**src/rtl/elmc_pkg.sv**
```systemverilog
package elmc_pkg;
  typedef enum logic [3:0] {
    S_IDLE, S_SYN_RD, S_SYN_ACC, S_THR,
    S_COR_RD, S_COR_LAT, S_COR_EMIT, S_COR_NEXT,
    S_FIX_RD, S_FIX_LAT, S_FIX_ACC, S_FIX_WR, S_DONE
  } elmc_state_t;
endpackage

```
**src/rtl/elmc_thresh_lut.sv**
```systemverilog
module elmc_thresh_lut #(
  parameter int unsigned NR = 3,
  parameter int unsigned BW = 8,
  parameter int unsigned CW = 4,
  parameter logic [(NR-1)*BW-1:0] BOUNDS = '0,
  parameter logic [NR*CW-1:0] THRESH = '0
) (
  input  logic [BW-1:0] weight,
  output logic [CW-1:0] thr
);
  localparam int unsigned SW = $clog2(NR);
  logic [SW-1:0] sel;

  // bounds are ascending: the selected range is the count of bounds reached
  always_comb begin
    sel = '0;
    for (int j = 0; j < NR - 1; j++) begin
      if (weight >= BOUNDS[j*BW +: BW]) sel = SW'(j + 1);
    end
    thr = THRESH[sel*CW +: CW];
  end
endmodule

```
**src/rtl/elmc_row_compare.sv**
```systemverilog
module elmc_row_compare #(
  parameter int unsigned NB = 8,
  parameter int unsigned CW = 4
) (
  input  logic [NB*CW-1:0] row,
  input  logic [CW-1:0]    thr,
  output logic [NB-1:0]    gt
);
  for (genvar k = 0; k < NB; k++) begin : g_cmp
    assign gt[k] = row[k*CW +: CW] > thr;
  end
endmodule

```
**src/rtl/elmc_first_bit.sv**
```systemverilog
module elmc_first_bit #(
  parameter int unsigned NB = 8,
  parameter int unsigned IW = $clog2(NB)
) (
  input  logic [NB-1:0] vec,
  output logic [IW-1:0] idx
);
  always_comb begin
    idx = '0;
    for (int k = NB - 1; k >= 0; k--) begin
      if (vec[k]) idx = IW'(k);
    end
  end
endmodule

```
**src/rtl/elmc_err_store.sv**
```systemverilog
module elmc_err_store #(
  parameter int unsigned DEPTH = 6,
  parameter int unsigned EW = 5,
  parameter int unsigned PW = $clog2(DEPTH),
  parameter int unsigned CNTW = $clog2(DEPTH + 1)
) (
  input  logic            clk,
  input  logic            rst_n,
  input  logic            clear,
  input  logic            wr_en,
  input  logic [EW-1:0]   wr_data,
  input  logic [PW-1:0]   rd_ptr,
  output logic [EW-1:0]   rd_data,
  output logic [CNTW-1:0] count,
  output logic            overflow
);
  logic [EW-1:0] mem [DEPTH];
  logic full;

  assign full = (count == CNTW'(DEPTH));

  always_ff @(posedge clk or negedge rst_n) begin
    if (!rst_n) begin
      count    <= '0;
      overflow <= 1'b0;
    end else if (clear) begin
      count    <= '0;
      overflow <= 1'b0;
    end else if (wr_en) begin
      if (full) overflow <= 1'b1;
      else      count    <= count + 1'b1;
    end
  end

  always_ff @(posedge clk) begin
    if (wr_en && !clear && !full) mem[count[PW-1:0]] <= wr_data;
  end

  assign rd_data = (int'(rd_ptr) < DEPTH) ? mem[rd_ptr] : '0;

  // the flag only rises on a store attempt into a full store
  a_r8_ovf_cause: assert property (@(posedge clk) disable iff (!rst_n)
    $rose(overflow) |-> $past(wr_en && full));
endmodule

```
**src/rtl/elmc_unit.sv**
```systemverilog
module elmc_unit
  import elmc_pkg::*;
#(
  parameter int unsigned NB        = 8,
  parameter int unsigned CW        = 4,
  parameter int unsigned SYN_ROWS  = 4,
  parameter int unsigned MSG_ROWS  = 4,
  parameter int unsigned ERR_DEPTH = 6,
  parameter int unsigned NR        = 3,
  parameter int unsigned BW        = 8,
  parameter logic [(NR-1)*BW-1:0] BOUNDS = {8'd20, 8'd8},
  parameter logic [NR*CW-1:0]     THRESH = {4'd7, 4'd10, 4'd12},
  localparam int unsigned SAW = $clog2(SYN_ROWS),
  localparam int unsigned MAW = $clog2(MSG_ROWS)
) (
  input  logic             clk,
  input  logic             rst_n,
  input  logic             start,
  output logic             done,
  output logic             zero_weight,
  output logic             overflow,
  output logic             syn_rd,
  output logic [SAW-1:0]   syn_addr,
  input  logic [NB-1:0]    syn_rdata,
  output logic             cor_rd,
  output logic [MAW-1:0]   cor_addr,
  input  logic [NB*CW-1:0] cor_rdata,
  output logic             msg_rd,
  output logic             msg_wr,
  output logic [MAW-1:0]   msg_addr,
  input  logic [NB-1:0]    msg_rdata,
  output logic [NB-1:0]    msg_wdata
);
  localparam int unsigned IW   = $clog2(NB);
  localparam int unsigned EW   = MAW + IW;
  localparam int unsigned PW   = $clog2(ERR_DEPTH);
  localparam int unsigned CNTW = $clog2(ERR_DEPTH + 1);
  localparam int unsigned PCW  = $clog2(NB + 1);

  elmc_state_t state;
  logic [SAW-1:0]  syn_row;
  logic [MAW-1:0]  cor_row, cur_row;
  logic [BW-1:0]   weight;
  logic [CW-1:0]   thr_r, lut_thr;
  logic [NB-1:0]   gt, pend, wbuf, mask;
  logic [IW-1:0]   fb_idx;
  logic [CNTW-1:0] ptr, st_cnt;
  logic [EW-1:0]   ent;
  logic [MAW-1:0]  ent_row;
  logic [IW-1:0]   ent_idx;
  logic            zero_r, st_wr, st_clear;

  function automatic logic [PCW-1:0] ones(input logic [NB-1:0] v);
    logic [PCW-1:0] c;
    c = '0;
    for (int k = 0; k < NB; k++) c = c + PCW'(v[k]);
    return c;
  endfunction

  elmc_thresh_lut #(.NR(NR), .BW(BW), .CW(CW), .BOUNDS(BOUNDS), .THRESH(THRESH))
    u_lut (.weight(weight), .thr(lut_thr));

  elmc_row_compare #(.NB(NB), .CW(CW))
    u_cmp (.row(cor_rdata), .thr(thr_r), .gt(gt));

  elmc_first_bit #(.NB(NB), .IW(IW))
    u_first (.vec(pend), .idx(fb_idx));

  assign st_clear = (state == S_IDLE) && start;
  assign st_wr    = (state == S_COR_EMIT);

  elmc_err_store #(.DEPTH(ERR_DEPTH), .EW(EW), .PW(PW), .CNTW(CNTW)) u_store (
    .clk(clk), .rst_n(rst_n), .clear(st_clear), .wr_en(st_wr),
    .wr_data({cor_row, fb_idx}), .rd_ptr(ptr[PW-1:0]), .rd_data(ent),
    .count(st_cnt), .overflow(overflow)
  );

  assign ent_row = ent[EW-1:IW];
  assign ent_idx = ent[IW-1:0];

  always_ff @(posedge clk or negedge rst_n) begin
    if (!rst_n) begin
      state   <= S_IDLE;
      syn_row <= '0;
      cor_row <= '0;
      cur_row <= '0;
      weight  <= '0;
      thr_r   <= '0;
      pend    <= '0;
      wbuf    <= '0;
      mask    <= '0;
      ptr     <= '0;
      zero_r  <= 1'b0;
    end else begin
      unique case (state)
        S_IDLE: if (start) begin
          weight  <= '0;
          syn_row <= '0;
          zero_r  <= 1'b0;
          state   <= S_SYN_RD;
        end
        S_SYN_RD: state <= S_SYN_ACC;
        S_SYN_ACC: begin
          weight <= weight + BW'(ones(syn_rdata));
          if (syn_row == SAW'(SYN_ROWS - 1)) state <= S_THR;
          else begin
            syn_row <= syn_row + 1'b1;
            state   <= S_SYN_RD;
          end
        end
        S_THR: begin
          thr_r   <= lut_thr;
          cor_row <= '0;
          if (weight == '0) begin
            zero_r <= 1'b1;
            state  <= S_DONE;
          end else state <= S_COR_RD;
        end
        S_COR_RD: state <= S_COR_LAT;
        S_COR_LAT: begin
          pend  <= gt;
          state <= (gt == '0) ? S_COR_NEXT : S_COR_EMIT;
        end
        S_COR_EMIT: begin
          pend <= pend & (pend - NB'(1));
          if ((pend & (pend - NB'(1))) == '0) state <= S_COR_NEXT;
        end
        S_COR_NEXT: begin
          if (cor_row == MAW'(MSG_ROWS - 1)) begin
            ptr   <= '0;
            state <= (st_cnt == '0) ? S_DONE : S_FIX_RD;
          end else begin
            cor_row <= cor_row + 1'b1;
            state   <= S_COR_RD;
          end
        end
        S_FIX_RD: begin
          cur_row <= ent_row;
          state   <= S_FIX_LAT;
        end
        S_FIX_LAT: begin
          wbuf  <= msg_rdata;
          mask  <= '0;
          state <= S_FIX_ACC;
        end
        S_FIX_ACC: begin
          if (ptr < st_cnt && ent_row == cur_row) begin
            mask <= mask | (NB'(1) << ent_idx);
            ptr  <= ptr + 1'b1;
          end else state <= S_FIX_WR;
        end
        S_FIX_WR: state <= (ptr == st_cnt) ? S_DONE : S_FIX_RD;
        S_DONE:   state <= S_IDLE;
        default:  state <= S_IDLE;
      endcase
    end
  end

  assign syn_rd      = (state == S_SYN_RD);
  assign syn_addr    = syn_row;
  assign cor_rd      = (state == S_COR_RD);
  assign cor_addr    = cor_row;
  assign msg_rd      = (state == S_FIX_RD);
  assign msg_wr      = (state == S_FIX_WR);
  assign msg_addr    = (state == S_FIX_WR) ? cur_row : ent_row;
  assign msg_wdata   = wbuf ^ mask;
  assign done        = (state == S_DONE);
  assign zero_weight = zero_r;

  // address of the most recent message read, kept for the write-back check
  logic [MAW-1:0] last_rd_addr;
  always_ff @(posedge clk or negedge rst_n) begin
    if (!rst_n)      last_rd_addr <= '0;
    else if (msg_rd) last_rd_addr <= msg_addr;
  end

  // done is a single-cycle pulse
  a_r9_done_pulse: assert property (@(posedge clk) disable iff (!rst_n)
    done |=> !done);
  // the write goes back to the word that was read
  a_r6_same_addr: assert property (@(posedge clk) disable iff (!rst_n)
    msg_wr |-> msg_addr == last_rd_addr);
  // a clear syndrome causes no scan and no write
  a_r7_zero_quiet: assert property (@(posedge clk) disable iff (!rst_n)
    zero_weight |-> !cor_rd && !msg_wr);
  // back-to-back stores within a row carry rising indices
  a_r5_idx_rising: assert property (@(posedge clk) disable iff (!rst_n)
    st_wr && $past(st_wr) |-> fb_idx > $past(fb_idx));
  // each syndrome read is followed by its accumulate cycle
  a_r2_syn_spacing: assert property (@(posedge clk) disable iff (!rst_n)
    syn_rd |=> !syn_rd);
endmodule

```
**config.mk**
```make
export PLATFORM = sky130hd
export DESIGN_NAME = elmc_unit
export DESIGN_NICKNAME = d
export VERILOG_FILES = /design/src/rtl/elmc_pkg.sv /design/src/rtl/elmc_thresh_lut.sv /design/src/rtl/elmc_row_compare.sv /design/src/rtl/elmc_first_bit.sv /design/src/rtl/elmc_err_store.sv /design/src/rtl/elmc_unit.sv
export SDC_FILE = /design/constraint.sdc
export NUM_CORES = 1
export LEC_CHECK = 0
export BUFFER_PORTS_ARGS = -buffer_cell sky130_fd_sc_hd__buf_2
export CORE_ASPECT_RATIO = 1.25
export CORE_MARGIN = 1
export CORE_UTILIZATION = 40
export DETAILED_ROUTE_END_ITERATION = 10
export GPL_TIMING_DRIVEN = 0
export SLEW_MARGIN = 5
export SYNTH_ARGS = -nofsm -noshare
export SYNTH_HDL_FRONTEND = slang
export SYNTH_HIERARCHICAL = 1
export SYNTH_SLANG_ARGS = --single-unit
```
**constraint.sdc**
```tcl
create_clock -name clk -period 6.91 [get_ports clk]
set_input_delay 0.3455 -clock clk [delete_from_list [all_inputs] [get_ports clk]]
set_output_delay 0.3455 -clock clk [all_outputs]
set_load 0.03 [all_outputs]
```
Word-level counts from Yosys, hierarchy flattened --
Memory sizes are Yosys's and may differ from the RTL's. Index checks and enable logic that the tools add are counted. W data, S select, Z words.
Cells by class: add/sub/neg operators 13, $lt $le $gt $ge 12, equal/unequal tests 26, shift operators 2, multiplexer cells 46, bitwise logic cells 3, reductions and logical operators 28
Operators by type and width (number):
- $pmux W4 S12 | 1
- $pmux W8 S2 | 3
- $mux W3 | 15
- $gt A4 B4 Y1 | 8
- $logic_not A8 Y1 | 3
- $eq A4 B4 Y1 const B | 5
- $mux W4 | 5
- $add A4 B1 Y4 | 4
- $eq A4 B3 Y1 const B | 4
- $mux W8 | 2
- $ne A2 B2 Y1 const B | 8
- $reduce_bool A2 Y1 | 8
- $mux W2 | 6
- $reduce_and A3 Y1 | 4
- $shiftx A12 B5 Y4 const A | 1
- $reduce_and A2 Y1 | 5
- $mux W1 | 9
- $add A8 B4 Y8 | 1
- $and A8 B8 Y8 | 1
- $eq A4 B2 Y1 const B | 2
- $ge A8 B4 Y1 const B | 1
- $ge A8 B5 Y1 const B | 1
- $or A8 B8 Y8 | 1
- $pmux W2 S2 | 2
- 23 further kinds | 30
Word-level totals: flip-flop bits (word level) 54, RAM bits 30, word-level logic and storage cells 144, memories kept 1
Memories:
- u_store.mem | depth 6, bits a word 5, read ports 1, clocked after memory_dff 0, wr ports 1, line elmc_err_store.sv:17 | logic [EW-1:0] mem [DEPTH];

Logic depth before layout (Yosys ltp) --
Gate-level depths: netlist (run 1).
depth in word-level cells 9, mapped depth 11, gate-level depth less buffers 11

By module --
The synthesis (run 1) kept the hierarchy.
By module, submodules not included:
- elmc_unit | instances 1, cells each 274, area each 2875.3 um2, seq. area each 1251.2 um2
- elmc_err_store | instances 1, cells each 88, area each 1413.9 um2, seq. area each 1001.0 um2
- elmc_row_compare | instances 1, cells each 91, area each 691.9 um2, seq. area each 0.0 um2
- elmc_first_bit | instances 1, cells each 12, area each 83.8 um2, seq. area each 0.0 um2
- elmc_thresh_lut | instances 1, cells each 9, area each 57.6 um2, seq. area each 0.0 um2

Least setup slack after synthesis (run 1) --
OpenSTA, ideal clock, no wires.
kind input-to-reg, from input syn_rdata[0], to register weight[6], arrival 3.082 ns, data required time 6.781 ns, path slack 3.699 ns, cell stages on the path 10, path buffers 0, cells stage by stage fa_1 > inv_1 > fa_1 > fa_1 > fa_1 > fa_1 > nor2b_1 > o21a_1 > o2111ai_1 > mux2i_1
On the way: longest elaborated chain between the ends 9
Ends and longest elaborated chain:
- from (decl) | line elmc_unit.sv:24 | input logic [NB-1:0] syn_rdata,
- $add A1 B1 Y2 | line elmc_unit.sv:56 | for (int k = 0; k < NB; k++) c = c + PCW'(v[k]);
- $add A2 B1 Y3 | line elmc_unit.sv:56
- $add A3 B1 Y4 | line elmc_unit.sv:56
- $add A4 B1 Y4 (4 in series) | line elmc_unit.sv:56
- $add A8 B4 Y8 | line elmc_unit.sv:104 | weight <= weight + BW'(ones(syn_rdata));
- $pmux W8 S2 | line elmc_unit.sv:95 | unique case (state)
- to (signal assigned) | line elmc_unit.sv:104
- to (decl) | line elmc_unit.sv:43 | logic [BW-1:0] weight;
No other way between the ends. A chain may end at the register's enable or synchronous reset.

Worst setup path in the final report (run 1) --
Same ends and word-level chain as after synthesis.

==> reports/results.ini, run 1 <==
[outcome]
run_status=complete, no violations

[power]
internal_power_mw=1.41
vdd_drop_max_uv=198
clkPwrFrac_pct=20.0
sw_frac_of_total_pct=41.2
p_switching_mw=0.983
cellLeakagePower_nw=2.73
pwr-share-seq_pct=34.6
combPwrFrac_pct=45.3
powerDensity_nw_per_um2=399

[sta]
hold_violations=0
setup_viol=0
tns_ns=0
maxSlewViolCount=0
worstMarginPinSlew_ns=1.14
setup_ws_ns=3.71
fin_crit_sh_pct=46.4
slew_headroom_pct=23.3
fin_crit_ns=3.20
rsz0062_at_grt=no
clock_skew_ns=0.00661
fmax_mhz=312

[synth]
yosys.area.top_type_share_pct=26.4
synth_ff_type=dfrtp_1
synth.distinct_cells=61
netlist_area_um2=5120
synth_edf_count=30
ys_seq_elements=84
avgSynthCellArea_um2=10.8
syn_nets=576
synthTopCellsByArea=dfrtp_1 26%, edfxtp_1 18%, ha_1 11%, mux2i_1 4.7%, mux2_2 3.7%
yosysWarnings=6
synth_top_cell_by_area=dfrtp_1
synthCells=474
synth_sequential_area_ratio_pct=44.0
async_flop_share_pct=64.3

[placed_design]
port_buffers=71
place.gp.congestion=0.781
hpwl_mm=8.52
place_worst_setup_slack_ns=3.32

[die]
fp.dieH_um=129
rows=45
die-width_um=103
initial_utilization_pct=41.5
coreArea_um2=12300
pin_count=72
fp.dieArea_um2=13300

[detailed_routing]
wl_per_cell_um=15.3
num_vias=3854
dr.pass1.iters=4
drt-total-wl_mm=11.1
ant_nets=0
avgViaCountPerCell=5.32
route.detailed.drc=0
drtIter0Drc=185

[finish]
diodes=0
fill_cells=1118
syn_to_final_growth_pct=16.8
nNetsFinal=658
layout-drive-gt1-share_pct=21.9
fin_util_pct=48.5

[job]
cap_violations=0

[grt]
grt_pass1_vias=3815
globalRoute.totalOverflow=0
grt_pass1_wl_mm=18.5
grt_max_degree=55
antenna_found_initial=0
track_usage_pct=18.4

[critical_path]
worstPathMaxFanout=2
start_kind=input pin
critPathKind=in2reg
reg2reg_slack_ns=3.92
cp.arrival_ns=3.42
cp.required_ns=7.13
end_kind=register

[clock_tree]
cts_tree=yes
cts-resized-gates=0
clockBufferDepth=2
htree_levels=3
clkLatencyLatePin_ns=0.34
hold_buffers=0
cts.sinks=84
post_cts_buffers=0
cts_root_buf=clkbuf_16
cts_buffers=9
clk_pin_slew_worst_paths_ns=0.06

[min_path]
hp-class=in2async

==> metrics by stage <==
stage | total power [mW] | cell area [um2] | instances | hold WS (ns)
6_report | 2.39 | 5980 | 725 | 0.0379
5_1_grt | 2.59 | 5980 | 725 | 0.117
4_1_cts | 2.41 | 5980 | 725 | 0.228
3_5_place_dp | 1.92 | 5680 | 709 | 0.500
3_3_place_gp | 1.88 | 5680 | 709 | 0.495
2_1_floorplan | 1.62 | 5120 | 474 | 0.0499
==> layer usage <==
layer  part of all wire (%)  global-route usage, %  vias to the layer above  routed length [um]
li1                       -                      -                     1905                   -
met5                      0                      0                        -                   0
met2                     51                   31.6                       75                5630
met1                     44                   23.1                     1860                4910
met3                    2.9                   2.72                       14                 318
met4                    2.0                   6.96                        0                 217
==> final timing paths <==
kind,from,to,cells after the start
min in group clk,msg_rdata[7],wbuf[7],2
max in group asynchronous,rst_n,weight[5],1
setup reg to reg,weight[0],weight[6],9
setup / recovery,syn_rdata[0],weight[6],11
hold reg to reg,thr_r[3],thr_r[3],1
hold / removal,rst_n,pend[4],1
==> power groups by stage <==
stage                     logic, mW  registers [mW]  clock network [mW]
after floorplan               0.799           0.823                   0
after global placement         1.05           0.830                   0
after detailed placement       1.09           0.837                   0
after CTS                      1.10           0.828               0.489
after global routing           1.22           0.851               0.512
final                          1.08           0.828               0.479
==> Yosys cell counts, types with 13 or more instances <==
cell / number
a21oi_1: 15
nor2b_1: 13
inv_1: 35
dfrtp_1: 54
mux2_2: 17
mux2i_1: 24
o21ai_1: 17
o21ai_0: 26
edfxtp_1: 30
nor2_1: 26
nand2_1: 27
ha_1: 46
nor3_1: 15
==> area by class of cell <==
| cell class | count | area, um2 | share of cell area (%) |
|---|---|---|---|
| Clock inverter | 4 | 48.8 | 0.816 |
| Clock buffer | 12 | 246 | 4.12 |
| Buffer | 8 | 52.6 | 0.879 |
| Sequential cell | 84 | 2250 | 37.7 |
| Timing Repair Buffer | 71 | 358 | 5.98 |
| Inverter | 36 | 135 | 2.26 |
| Multi-Input combinational cell | 346 | 2680 | 44.9 |
| Tap cell | 164 | 205 | 3.43 |
==> critical path: stages <==
cell       delay (ns)
buf_2            0.11
fa_1             0.52
inv_1            0.05
fa_1             0.50
fa_1             0.43
fa_1             0.42
fa_1             0.43
nor2b_1          0.15
o21a_1           0.17
o2111ai_1        0.14
mux2i_1          0.15
==> kinds of logic (layout without fill, tap and decap cells) <==
logic type | Yosys count | in the layout | synth area share, %
and+or+nand+nor | 144 | 144 | 15.4
xor gates and xnor gates | 12 | 12 | 2.05
muxes | 41 | 41 | 8.43
buffers and inverters | 44 | 131 | 3.66
DFF | 84 | 84 | 44.0
AOI/OAI and AO/OA | 97 | 97 | 13.1
adders and majority gates | 52 | 52 | 13.4
==> registers in the layout (all words and copies together), names as in the netlist, 4 cells and up <==
name	flops
weight	8
pend	8
wbuf	8
thr_r	4
state	4
mask	8
u_store/mem	30
==> layout by cell type, fill, tap and decap left out, types with 3 or more instances in the layout <==
cell / count
nor2_1: 26
a22o_1: 7
clkbuf_16: 9
xnor2_1: 3
dfrtp_1: 54
fa_1: 5
edfxtp_1: 30
xor2_1: 9
mux2_2: 17
nand4_1: 9
mux2i_1: 24
nand2_1: 27
o32a_1: 5
buf_2: 73
o21ai_1: 17
nor2b_1: 13
a21oi_1: 15
ha_1: 46
o21ai_0: 26
nand2b_1: 12
nor4_1: 12
o21a_1: 9
nor3_1: 15
inv_1: 35
clkbuf_1: 3
nand3_1: 10
Note: power is estimated with default switching activity, not from simulation.
==> run 2, diff against run 1 <==
- ABC_AREA: default -> 1
- clock period: 6.91 -> 2.9 ns (I/O delays scaled with it)
==> run 2 against run 1 <==
Effect of this change: first-iteration DRC count increased by 21%; clock power increased by 140%; largest power group unchanged; highest routed layer unchanged; critical path type unchanged; non-clock buffer count increased by 4; critical endpoint unchanged.
==> reports/results.ini, run 2 <==
[placed_design]
hpwl_mm=8.89  ; +4.4%
port_buffers=71  ; unchanged
placed_area_um2=5920  ; +4.2%
place.gp.congestion=0.827  ; +5.9%
place_worst_setup_slack_ns=-0.263  ; -3.59 ns

[clock_tree]
post_cts_buffers=0  ; unchanged
clockBufferDepth=2  ; unchanged
clk_pin_slew_worst_paths_ns=0.06  ; about the same
htree_levels=3  ; unchanged
clkLatencyLatePin_ns=0.34  ; about the same
cts_buffers=9  ; unchanged
cts_root_buf=clkbuf_16
cts.sinks=84  ; unchanged
cts_tree=yes

[critical_path]
cp_slowest_cell=fa_1
start_kind=input pin
critPathLaunch=syn_rdata[0]
cp.arrival_ns=3.01  ; -0.41 ns
setup.worst_path.end=weight[6]
worstPathMaxFanout=2  ; unchanged
crit_cells=13  ; +2
r2r_end=weight[6]
r2r-start=weight[0]
cpPeakStageDelay_ns=0.52  ; about the same
worst-path-buf-inv=4  ; +2
reg2reg_slack_ns=0.16  ; -3.76 ns
critPathKind=in2reg
r2r_cells=11  ; +2
cp_top_family=adder cells
cp.required_ns=3.14  ; -3.99 ns
path_cells=buf_6, fa_1, inv_1, fa_1, fa_1, fa_2, fa_2, inv_2, nand3_2, nand2_2, nand4_1, o21ai_1, inv_1
end_kind=register
crit_top_cell=fa_1

[sta]
fin_crit_sh_pct=95.6
tns_ns=0  ; unchanged
fin_crit_ns=2.77
worstMarginPinSlew_ns=0.887  ; -0.249 ns
hold_violations=0  ; unchanged
setup_viol=0  ; unchanged
clock_skew_ns=0.00663  ; +0.0000168 ns
setup_ws_ns=0.128  ; -3.58 ns
hold_slack_ns=0.00658  ; -0.0313 ns
fmax_mhz=361
slew_headroom_pct=40.4  ; +17 points
maxSlewViolCount=0  ; unchanged

[synth]
synthCells=661  ; +39%
synth_ff_type=dfrtp_1
synth_top_cell_by_area=dfrtp_1
avgSynthCellArea_um2=8.09  ; -25%
synth_compound_area_share_pct=9.00  ; -4.1 points
netlist_area_um2=5350  ; +4.4%
ys_top_cells_by_count=167 x nand2_1, 100 x inv_1, 76 x nor2_1, 54 x dfrtp_1, 46 x ha_1
yosys.area.top_type_share_pct=25.3  ; -1.1 points
syn_nets=763  ; +32%
synth.distinct_cells=42  ; -31%
synth_most_common_cell=nand2_1
yosysWarnings=6  ; unchanged
yosys.area_share.simple_pct=25.3  ; +9.9 points
synthAdderAreaFrac_pct=12.6  ; -0.76 points
synth_mux_area_share_pct=0.608  ; -7.8 points
synth_xor_area_share_pct=1.47  ; -0.58 points
async_flop_share_pct=64.3  ; unchanged
synthTopCellsByArea=dfrtp_1 25%, edfxtp_1 17%, nand2_1 12%, ha_1 11%, inv_1 7.0%
synth_top_family_by_area=simple AND/OR/NAND/NOR gates
synth_edf_count=30  ; unchanged
synth_sequential_area_ratio_pct=42.1  ; -1.9 points
ys_seq_elements=84  ; unchanged

[finish]
syn_to_final_growth_pct=17.9
layout-drive-gt1-share_pct=18.1  ; -3.8 points
largest_reg_flops=30  ; unchanged
fill_cells=1255  ; +12%
design_area_um2=6310  ; +5.5%
nNetsFinal=852  ; +29%
multi_input_area_um2=2640  ; -1.7%
diodes=0  ; unchanged
final_cell_mix=166 x nand2_1, 98 x inv_1, 76 x nor2_1
regArea_um2=2250  ; unchanged
final_common_cell=nand2_1

[grt]
globalRoute.totalOverflow=0  ; unchanged
grt_max_degree=55  ; unchanged
antenna_found_initial=0  ; unchanged
track_usage_pct=17.6  ; -0.73 points
grt_pass1_wl_mm=19.6  ; +6.1%
grt_pass1_vias=4356  ; +14%

[min_path]
hp-class=in2reg

[detailed_routing]
route.detailed.drc=0  ; unchanged
ant_nets=0  ; unchanged
drtIter0Drc=224  ; +21%
wl_per_cell_um=12.5  ; -18%
num_vias=4477  ; +16%
drt-total-wl_mm=11.5  ; +3.8%
dr.pass1.iters=4  ; unchanged
avgViaCountPerCell=4.85  ; -8.8%

[power]
cellLeakagePower_nw=3.23  ; +18%
p_total_mw=5.97  ; +150%
vdd_drop_max_uv=368  ; +86%
powerDensity_nw_per_um2=945  ; +140%

[die]
initial_utilization_pct=41.5  ; -0.044 points
coreArea_um2=12900  ; +4.6%
rows=46  ; +2.2%
die-width_um=105  ; +2.2%
fp.dieArea_um2=13800  ; +4.4%
pin_count=72  ; unchanged
fp.dieH_um=131  ; +2.2%

[outcome]
run_status=complete, no violations

[job]
cap_violations=0  ; unchanged

## run 2: routing by layer
| metal | vias up | routed length (um) | global-route usage (%) |
|---|---|---|---|
| li1 | 2297 | - | - |
| met1 | 2080 | 4920 | 19.9 |
| met2 | 83 | 5960 | 32.3 |
| met3 | 17 | 349 | 2.53 |
| met4 | 0 | 265 | 8.14 |
| met5 | - | 0 | 0 |
## run 2: worst min path at each step
stage	from	endpoint	slack [ns]	cells past startpoint
after floorplan	rst_n	cor_addr[0]	-0.15	0
after global placement	msg_rdata[1]	wbuf[1]	0.35	3
after detailed placement	msg_rdata[7]	wbuf[7]	0.35	3
after CTS	msg_rdata[6]	wbuf[6]	0.001	3
after global routing	msg_rdata[6]	wbuf[6]	0.03	3
final	msg_rdata[6]	wbuf[6]	0.007	3
## run 2: area by class of cell
cell class / instances / share of cell area [%]
multi-input combinational: 458 / 41.8
sequential: 84 / 35.7
timing repair buffer: 78 / 6.88
inverter: 114 / 6.78
clock buffer: 11 / 4.18
tap: 168 / 3.33
buffer: 5 / 0.734
clock inverter: 5 / 0.615
## run 2: cell families (layout without fill, tap and decap cells)
| group | Yosys count | count (layout) |
|---|---|---|
| AOI/OAI and AO/OA | 88 | 88 |
| xor gates and xnor gates | 9 | 9 |
| adders and majority gates | 51 | 51 |
| buffers and inverters | 119 | 213 |
| DFF | 84 | 84 |
| muxes | 2 | 2 |
| and+or+nand+nor | 308 | 308 |
## run 2: stage by stage
stage | instances | util [%]
after CTS | 922 | 48.7
after detailed placement | 900 | 45.9
after global placement | 900 | 45.9
after floorplan | 661 | -
after global routing | 923 | 48.9
final | 923 | 48.9
## run 2: worst register-to-register path, cell delays in order (launching register included)
cell and delay, ns:
dfrtp_1 0.36, inv_2 0.05, fa_1 0.52, fa_1 0.43
fa_2 0.38, fa_2 0.37, inv_2 0.07, nand3_2 0.07
nand2_2 0.10, nand4_1 0.10, o21ai_1 0.14, inv_1 0.05
## run 2: repair_timing
item | in CTS | in global routing
hold endpoints to repair | 6 | 54
setup endpoints to repair | 0 | 1
hold buffers | 6 | 1
resized for setup | 0 | 7
## run 2: where the power goes
part | switching [mW] | internal, mW | leakage (nW)
combinational | 1.84 | 1.02 | 2.13
clock | 0.485 | 0.662 | 0.144
sequential | 0.335 | 1.62 | 0.958
